## config.mk

```make
export PLATFORM = sky130hd
export DESIGN_NAME = intc_core
export DESIGN_NICKNAME = d
export VERILOG_FILES = /design/src/rtl/intc_pkg.sv /design/src/rtl/intc_gate.sv /design/src/rtl/intc_pick.sv /design/src/rtl/intc_regbank.sv /design/src/rtl/intc_core.sv
export SDC_FILE = /design/constraint.sdc
export NUM_CORES = 1
export LEC_CHECK = 0
export ABC_AREA = 1
export BUFFER_PORTS_ARGS = -buffer_cell sky130_fd_sc_hd__buf_2
export CORE_MARGIN = 5
export CORE_UTILIZATION = 30
export CTS_CLUSTER_DIAMETER = 120
export DETAILED_ROUTE_END_ITERATION = 8
export SLEW_MARGIN = 20
export SYNTH_ARGS = -nofsm -noshare
export SYNTH_HDL_FRONTEND = slang
export SYNTH_SLANG_ARGS = --single-unit
```

## constraint.sdc

```tcl
create_clock -name clk -period 31.2 [get_ports clk]
set_input_delay 3.12 -clock clk [delete_from_list [all_inputs] [get_ports clk]]
set_output_delay 3.12 -clock clk [all_outputs]
set_load 0.01 [all_outputs]
```

## src/rtl/intc_pkg.sv

```systemverilog
`timescale 1ns/1ps
package intc_pkg;
   localparam int ADDR_W = 22;
   localparam int DATA_W = 32;
   localparam logic [8:0] PAGE_PRIO = 9'd0;
   localparam logic [8:0] PAGE_EN   = 9'd2;
   localparam logic [9:0] SLOT_THR  = 10'd0;
   localparam logic [9:0] SLOT_CLM  = 10'd1;
endpackage

```

## src/rtl/intc_gate.sv

```systemverilog
`timescale 1ns/1ps
module intc_gate #(
   parameter int NSRC = 31,
   parameter int IDW  = 5
) (
   input  logic            clk,
   input  logic            rst_n,
   input  logic [NSRC:0]   lvl,
   input  logic            claim_vld,
   input  logic [IDW-1:0]  claim_id,
   input  logic            done_vld,
   input  logic [IDW-1:0]  done_id,
   output logic [NSRC:0]   pend,
   output logic [NSRC:0]   busy
);
   assign pend[0] = 1'b0;
   assign busy[0] = 1'b0;

   for (genvar s = 1; s <= NSRC; s++) begin : g_src
      logic take, fin, p_q, b_q;
      assign take = claim_vld && (claim_id == IDW'(s));
      assign fin  = done_vld  && (done_id  == IDW'(s));
      always_ff @(posedge clk or negedge rst_n) begin
         if (!rst_n) begin
            p_q <= 1'b0;
            b_q <= 1'b0;
         end else if (take) begin
            p_q <= 1'b0;
            b_q <= 1'b1;
         end else begin
            if (fin) b_q <= 1'b0;
            if (lvl[s] && !b_q) p_q <= 1'b1;
         end
      end
      assign pend[s] = p_q;
      assign busy[s] = b_q;
   end
endmodule

```

## src/rtl/intc_pick.sv

```systemverilog
`timescale 1ns/1ps
module intc_pick #(
   parameter int NSRC = 31,
   parameter int PW   = 3,
   parameter int IDW  = 5
) (
   input  logic                   clk,
   input  logic                   rst_n,
   input  logic [NSRC:0]          pend,
   input  logic [NSRC:0]          en,
   input  logic [NSRC:0][PW-1:0]  prio,
   input  logic [PW-1:0]          thr,
   output logic [IDW-1:0]         best_id,
   output logic                   irq_o
);
   logic [PW-1:0] best_p;

   // Linear scan: strict '>' against the running best keeps the lowest ID on ties.
   always_comb begin
      best_id = '0;
      best_p  = '0;
      for (int s = 1; s <= NSRC; s++) begin
         if (pend[s] && en[s] && (prio[s] > thr) && (prio[s] > best_p)) begin
            best_id = IDW'(s);
            best_p  = prio[s];
         end
      end
   end

   always_ff @(posedge clk or negedge rst_n) begin
      if (!rst_n) irq_o <= 1'b0;
      else        irq_o <= (best_id != '0);
   end
endmodule

```

## src/rtl/intc_regbank.sv

```systemverilog
`timescale 1ns/1ps
module intc_regbank
   import intc_pkg::*;
#(
   parameter int NSRC = 31,
   parameter int NCTX = 2,
   parameter int PW   = 3,
   parameter int IDW  = 5
) (
   input  logic                          clk,
   input  logic                          rst_n,
   input  logic                          bus_valid,
   input  logic                          bus_write,
   input  logic [ADDR_W-1:0]             bus_addr,
   input  logic [DATA_W-1:0]             bus_wdata,
   output logic [DATA_W-1:0]             bus_rdata,
   input  logic [NCTX-1:0][IDW-1:0]      best_id,
   input  logic [NSRC:0]                 busy,
   output logic [NSRC:0][PW-1:0]         prio_q,
   output logic [NCTX-1:0][NSRC:0]       en_q,
   output logic [NCTX-1:0][PW-1:0]       thr_q,
   output logic                          claim_vld,
   output logic [IDW-1:0]                claim_id,
   output logic                          done_vld,
   output logic [IDW-1:0]                done_id
);
   logic          rd, wr;
   logic [8:0]    page;
   logic [9:0]    slot;
   logic          in_ctx, in_prio, in_en;
   logic          prio_ok;
   logic [IDW-1:0] pidx, wid;
   logic          wid_ok;
   logic [NCTX-1:0] hit_en, hit_thr, hit_clm;
   logic [DATA_W-1:0] rmux;

   assign rd      = bus_valid && !bus_write;
   assign wr      = bus_valid &&  bus_write;
   assign page    = bus_addr[20:12];
   assign slot    = bus_addr[11:2];
   assign in_ctx  = bus_addr[21];
   assign in_prio = !in_ctx && (page == PAGE_PRIO);
   assign in_en   = !in_ctx && (page == PAGE_EN);
   assign prio_ok = in_prio && (slot <= 10'(NSRC));
   assign pidx    = slot[IDW-1:0];
   assign wid     = bus_wdata[IDW-1:0];
   assign wid_ok  = (bus_wdata <= DATA_W'(NSRC)) && (wid != '0);

   assign prio_q[0] = '0;
   for (genvar s = 1; s <= NSRC; s++) begin : g_prio
      logic [PW-1:0] p_q;
      always_ff @(posedge clk or negedge rst_n) begin
         if (!rst_n) p_q <= '0;
         else if (wr && prio_ok && pidx == IDW'(s)) p_q <= bus_wdata[PW-1:0];
      end
      assign prio_q[s] = p_q;
   end

   for (genvar c = 0; c < NCTX; c++) begin : g_ctx
      logic [NSRC:1] e_q;
      logic [PW-1:0] t_q;
      assign hit_en[c]  = in_en && (bus_addr[11:7] == 5'(c)) && (bus_addr[6:2] == 5'd0);
      assign hit_thr[c] = in_ctx && (page == 9'(c)) && (slot == SLOT_THR);
      assign hit_clm[c] = in_ctx && (page == 9'(c)) && (slot == SLOT_CLM);
      always_ff @(posedge clk or negedge rst_n) begin
         if (!rst_n) begin
            e_q <= '0;
            t_q <= '0;
         end else if (wr) begin
            if (hit_en[c])  e_q <= bus_wdata[NSRC:1];
            if (hit_thr[c]) t_q <= bus_wdata[PW-1:0];
         end
      end
      assign en_q[c]  = {e_q, 1'b0};
      assign thr_q[c] = t_q;
   end

   always_comb begin
      claim_id = '0;
      done_vld = 1'b0;
      rmux     = '0;
      if (prio_ok) rmux = DATA_W'(prio_q[pidx]);
      for (int c = 0; c < NCTX; c++) begin
         if (hit_en[c])  rmux = DATA_W'(en_q[c]);
         if (hit_thr[c]) rmux = DATA_W'(thr_q[c]);
         if (hit_clm[c]) begin
            claim_id = best_id[c];
            rmux     = DATA_W'(best_id[c]);
            if (wr && wid_ok && busy[wid] && en_q[c][wid]) done_vld = 1'b1;
         end
      end
   end

   assign claim_vld = rd && (claim_id != '0);
   assign done_id   = wid;

   always_ff @(posedge clk or negedge rst_n) begin
      if (!rst_n)  bus_rdata <= '0;
      else if (rd) bus_rdata <= rmux;
   end
endmodule

```

## src/rtl/intc_core.sv

```systemverilog
`timescale 1ns/1ps
module intc_core
   import intc_pkg::*;
#(
   parameter int NSRC = 31,
   parameter int NCTX = 2,
   parameter int PW   = 3
) (
   input  logic                 clk,
   input  logic                 rst_n,
   input  logic [NSRC:1]        src_lvl,
   input  logic                 bus_valid,
   input  logic                 bus_write,
   input  logic [ADDR_W-1:0]    bus_addr,
   input  logic [DATA_W-1:0]    bus_wdata,
   output logic [DATA_W-1:0]    bus_rdata,
   output logic [NCTX-1:0]      irq_o
);
   localparam int IDW = $clog2(NSRC + 1);

   if (NSRC < 1 || NSRC > 31) begin : g_bad_nsrc
      $error("intc_core: NSRC must lie in 1..31");
   end
   if (NCTX < 1 || NCTX > 32) begin : g_bad_nctx
      $error("intc_core: NCTX must lie in 1..32");
   end
   if (PW < 1 || PW > 8) begin : g_bad_pw
      $error("intc_core: PW must lie in 1..8");
   end

   logic [NSRC:0]              lvl, pend, busy;
   logic [NSRC:0][PW-1:0]      prio_q;
   logic [NCTX-1:0][NSRC:0]    en_q;
   logic [NCTX-1:0][PW-1:0]    thr_q;
   logic [NCTX-1:0][IDW-1:0]   best_id;
   logic                       claim_vld, done_vld;
   logic [IDW-1:0]             claim_id, done_id;

   assign lvl = {src_lvl, 1'b0};

   intc_gate #(.NSRC(NSRC), .IDW(IDW)) u_gate (
      .clk(clk), .rst_n(rst_n), .lvl(lvl),
      .claim_vld(claim_vld), .claim_id(claim_id),
      .done_vld(done_vld), .done_id(done_id),
      .pend(pend), .busy(busy)
   );

   intc_regbank #(.NSRC(NSRC), .NCTX(NCTX), .PW(PW), .IDW(IDW)) u_regs (
      .clk(clk), .rst_n(rst_n),
      .bus_valid(bus_valid), .bus_write(bus_write),
      .bus_addr(bus_addr), .bus_wdata(bus_wdata), .bus_rdata(bus_rdata),
      .best_id(best_id), .busy(busy),
      .prio_q(prio_q), .en_q(en_q), .thr_q(thr_q),
      .claim_vld(claim_vld), .claim_id(claim_id),
      .done_vld(done_vld), .done_id(done_id)
   );

   for (genvar c = 0; c < NCTX; c++) begin : g_pick
      intc_pick #(.NSRC(NSRC), .PW(PW), .IDW(IDW)) u_pick (
         .clk(clk), .rst_n(rst_n),
         .pend(pend), .en(en_q[c]), .prio(prio_q), .thr(thr_q[c]),
         .best_id(best_id[c]), .irq_o(irq_o[c])
      );
   end
endmodule

```

==> out/qor.yml <==
worst_hold_path:
  hold_path_class: "reg -> reg"
  min_to: "u_regs.bus_rdata[24]$_DFFE_PN0P_"
  worstHoldStart: "u_regs.bus_rdata[24]$_DFFE_PN0P_"
  hold_depth: 2
place:
  place_ws_ps: -1510
  dpl.hpwl_um: 72300
  dp_cells: 4700
  port_buffers: 120
  gp_congestion: 0.961
  post_dp_cell_area_um2: 27300
clocking:
  clock_path_buffers: 3
  insertion_delay_ps: 580
  tritoncts: "yes"
  clock-sinks: 257
  htreeDepth: 2
  cts.clk_slew.worst_paths_ps: 60
  clock-root-buffer: "clkbuf_16"
  numCtsBuffers: 35
  ctsHoldBuffers: 0
global_routing:
  use_met2_pct: 32.4
  grt_busiest_layer: "met2"
  use_met1_pct: 29.4
  gr-total-overflow: 0
  grt_pass1_wl_um: 142000
  grt_antenna_before_repair: 6
  grt_usage_pct: 21.3
  grt_max_degree: 70
  grt_pass1_vias: 23600
  met3_usage_pct: 5.58
yosys:
  synthArstFlopShare_pct: 100
  yosysWarnings: 0
  synthCells: 3350
  synth_nets: 3729
  yosysSeqAreaShare_pct: 27.1
  synth_area_leaders: "dfrtp_1, ha_1, nand2_1"
  synthesis.area_um2: 23700
  yosysTopAreaCellShare_pct: 27.1
  synth_top_area_cell: "dfrtp_1"
  synth_cell_types: 54
  synth_common_cells: "nand2_1, o21ai_0, inv_1"
  ys_seq_elements: 257
  synth_edf_count: 0
  syn_area_per_cell_um2: 7.08
  yosys.cell_count.top_type: "nand2_1"
  ys.flop_type: "dfrtp_1"
die:
  ios: 123
  start_util_pct: 30.1
  std_cell_rows: 103
  die_w_um: 291
  fp.coreArea_um2: 78700
  dieArea_um2: 84800
  die_h_um: 291
sta:
  skew_ps: 36.5
  setup_viol: 0
  min_period_ps: 29790
  setup_ws_ps: 1410
  min_period_over_period_pct: 95.5
  tightest_slew_ps: 1030
  slew-limit-headroom_pct: 31.1
  rsz0062_at_grt: "true"
  slew_violations: 0
  final_hold_viol_count: 0
  timing.fmax_ghz: 0.0336
worst_setup_path:
  slowest_stage: "dfrtp_1"
  endpoint_kind: "flop"
  cp_data_required_time_ps: 31670
  critPathBufInv: 12
  path_common_cell: "nand2_2"
  worstRegToRegCells: 224
  max_stage_delay_ps: 430
  criticalPathCategory: "reg -> reg"
  crit_path_max_fanout: 8
  r2r_start: "u_regs.g_prio[1].p_q[1]$_DFFE_PN0P_"
  reg2reg_slack_ps: 1410
  rr_endpoint: "u_gate.g_src[5].p_q$_DFFE_PN0P_"
  cp_top_family: "simple AND/OR/NAND/NOR gates"
  cp-start-kind: "flop"
  crit_arrival_ps: 30250
layout:
  layout.nets: 4148
  final_area_um2: 30100
  drive_above_1_share_pct: 24.4
  stdcell_count: 4849
  syn_to_final_growth_pct: 26.9
detailed_routing:
  final_antenna_net_count: 0
  drtIter0Drc: 2229
  drt_wl_total_um: 96100
  dr.pass1.iters: 6
  vias: 25800
  drcViolationCount: 0
  viasPerCell: 5.33
  wl_per_cell_um: 19.8
outcome:
  outcome: "completed"
power_and_ir_drop:
  p_per_area_nw_per_um2: 26.4
  peakVddDrop_uv: 36.0
  power.leakage_nw: 14.5
job:
  drv_cap: 0
-- how the worst max path moves through the flow --
stage	cells past startpoint	to	start	slack, ps
2_1_floorplan	195	u_gate.g_src[10].p_q$_DFFE_PN0P_	u_regs.g_ctx[0].t_q[2]$_DFFE_PN0P_	1190
3_3_place_gp	197	u_gate.g_src[16].p_q$_DFFE_PN0P_	u_regs.g_ctx[0].t_q[2]$_DFFE_PN0P_	-960
3_5_place_dp	198	u_gate.g_src[16].p_q$_DFFE_PN0P_	u_regs.g_ctx[0].t_q[2]$_DFFE_PN0P_	-1510
4_1_cts	247	u_gate.g_src[6].p_q$_DFFE_PN0P_	u_regs.g_prio[1].p_q[2]$_DFFE_PN0P_	30
5_1_grt	223	u_gate.g_src[5].p_q$_DFFE_PN0P_	u_regs.g_prio[1].p_q[1]$_DFFE_PN0P_	-880
6_report	224	u_gate.g_src[5].p_q$_DFFE_PN0P_	u_regs.g_prio[1].p_q[1]$_DFFE_PN0P_	1410
-- registers in the layout (all words and copies together), names as in the netlist --
name and count:
u_gate.g_src.p_q 31, u_regs.bus_rdata 32, u_gate.g_src.b_q 31, u_regs.g_prio.p_q 93
u_regs.g_ctx.t_q 6, g_pick.u_pick.irq_o 2, u_regs.g_ctx.e_q 62
-- cells by family (layout without fill, tap and decap cells) --
group,Yosys count,in the layout,synth area share [%]
AO/OA/AOI/OAI,870,870,20.6
adder cells (fa/ha/maj),290,290,15.3
buffers and inverters,506,949,8.41
flip-flops,257,257,27.1
multiplexers,1,1,0.0475
other,0,5,0
AND/OR/NAND/NOR,1426,1427,28.5
-- repair_timing --
action	4_1_cts	5_1_grt
endpoints found under the setup margin	69	69
pin swaps	1	255
gates resized for setup	52	320
buffers inserted	0	78
cloned	0	4
-- power by group --
group | switching (W) | total, W | leakage [nW] | internal [W]
logic | 0.0000395 | 0.0000516 | 10.6 | 0.0000121
clock network | 0.000173 | 0.000407 | 0.547 | 0.000234
registers | 0.00000101 | 0.000335 | 3.42 | 0.000334
-- area by class of cell --
type | instances | area [µm²]
fill | 8241 | 48600
multi-input combinational | 2588 | 16400
sequential | 257 | 6430
timing repair buffer | 460 | 3260
inverter | 427 | 1610
tap | 1050 | 1310
clock buffer | 46 | 947
clock inverter | 16 | 179
antenna | 5 | 12.5
-- layout by cell type (no fill, tap or decap), types with 9 or more instances in the layout --
master / Yosys / routed
a21oi_1: 134 / 126
a31oi_1: 17 / 15
buf_2: 2 / 119
buf_4: 3 / 326
buf_6: 5 / 9
clkbuf_16: 0 / 36
dfrtp_1: 257 / 257
ha_1: 290 / 280
ha_4: 0 / 10
inv_1: 410 / 403
inv_2: 10 / 16
nand2_1: 666 / 608
nand2_2: 81 / 121
nand2_4: 24 / 40
nand3_1: 257 / 225
nand3_2: 28 / 58
nand4_1: 101 / 101
nor2_1: 177 / 151
nor2_2: 32 / 49
nor2_4: 13 / 23
nor3_1: 21 / 15
nor4_1: 17 / 15
o211ai_1: 32 / 32
o21a_1: 10 / 10
o21ai_0: 466 / 357
o21ai_1: 55 / 104
o21ai_2: 0 / 57
o21bai_1: 27 / 27
o22ai_1: 58 / 58
-- metrics by stage --
stage               power (W)  hold slack (ps)  util [%]  TNS [ps]
finish               0.000794              474      38.2         0
global route         0.000814              501      38.2    -51090
CTS                  0.000796              477      36.1         0
detailed placement   0.000391              461      34.6    -89280
global placement     0.000391              461      34.6    -49020
floorplan            0.000360              469         -         0
-- per-layer routing --
metal	routed length (µm)	vias to the layer above
met5	41	-
met4	3630	6
met3	9490	211
met2	41500	1003
met1	41500	12100
li1	-	12500
-- worst min-delay path, delay by kind of cell (launching register included) --
family / cells / cell delay (ps)
flip-flops: 1 / 330
AND/OR/NAND/NOR: 2 / 100
(Power assumes the default switching activity.)
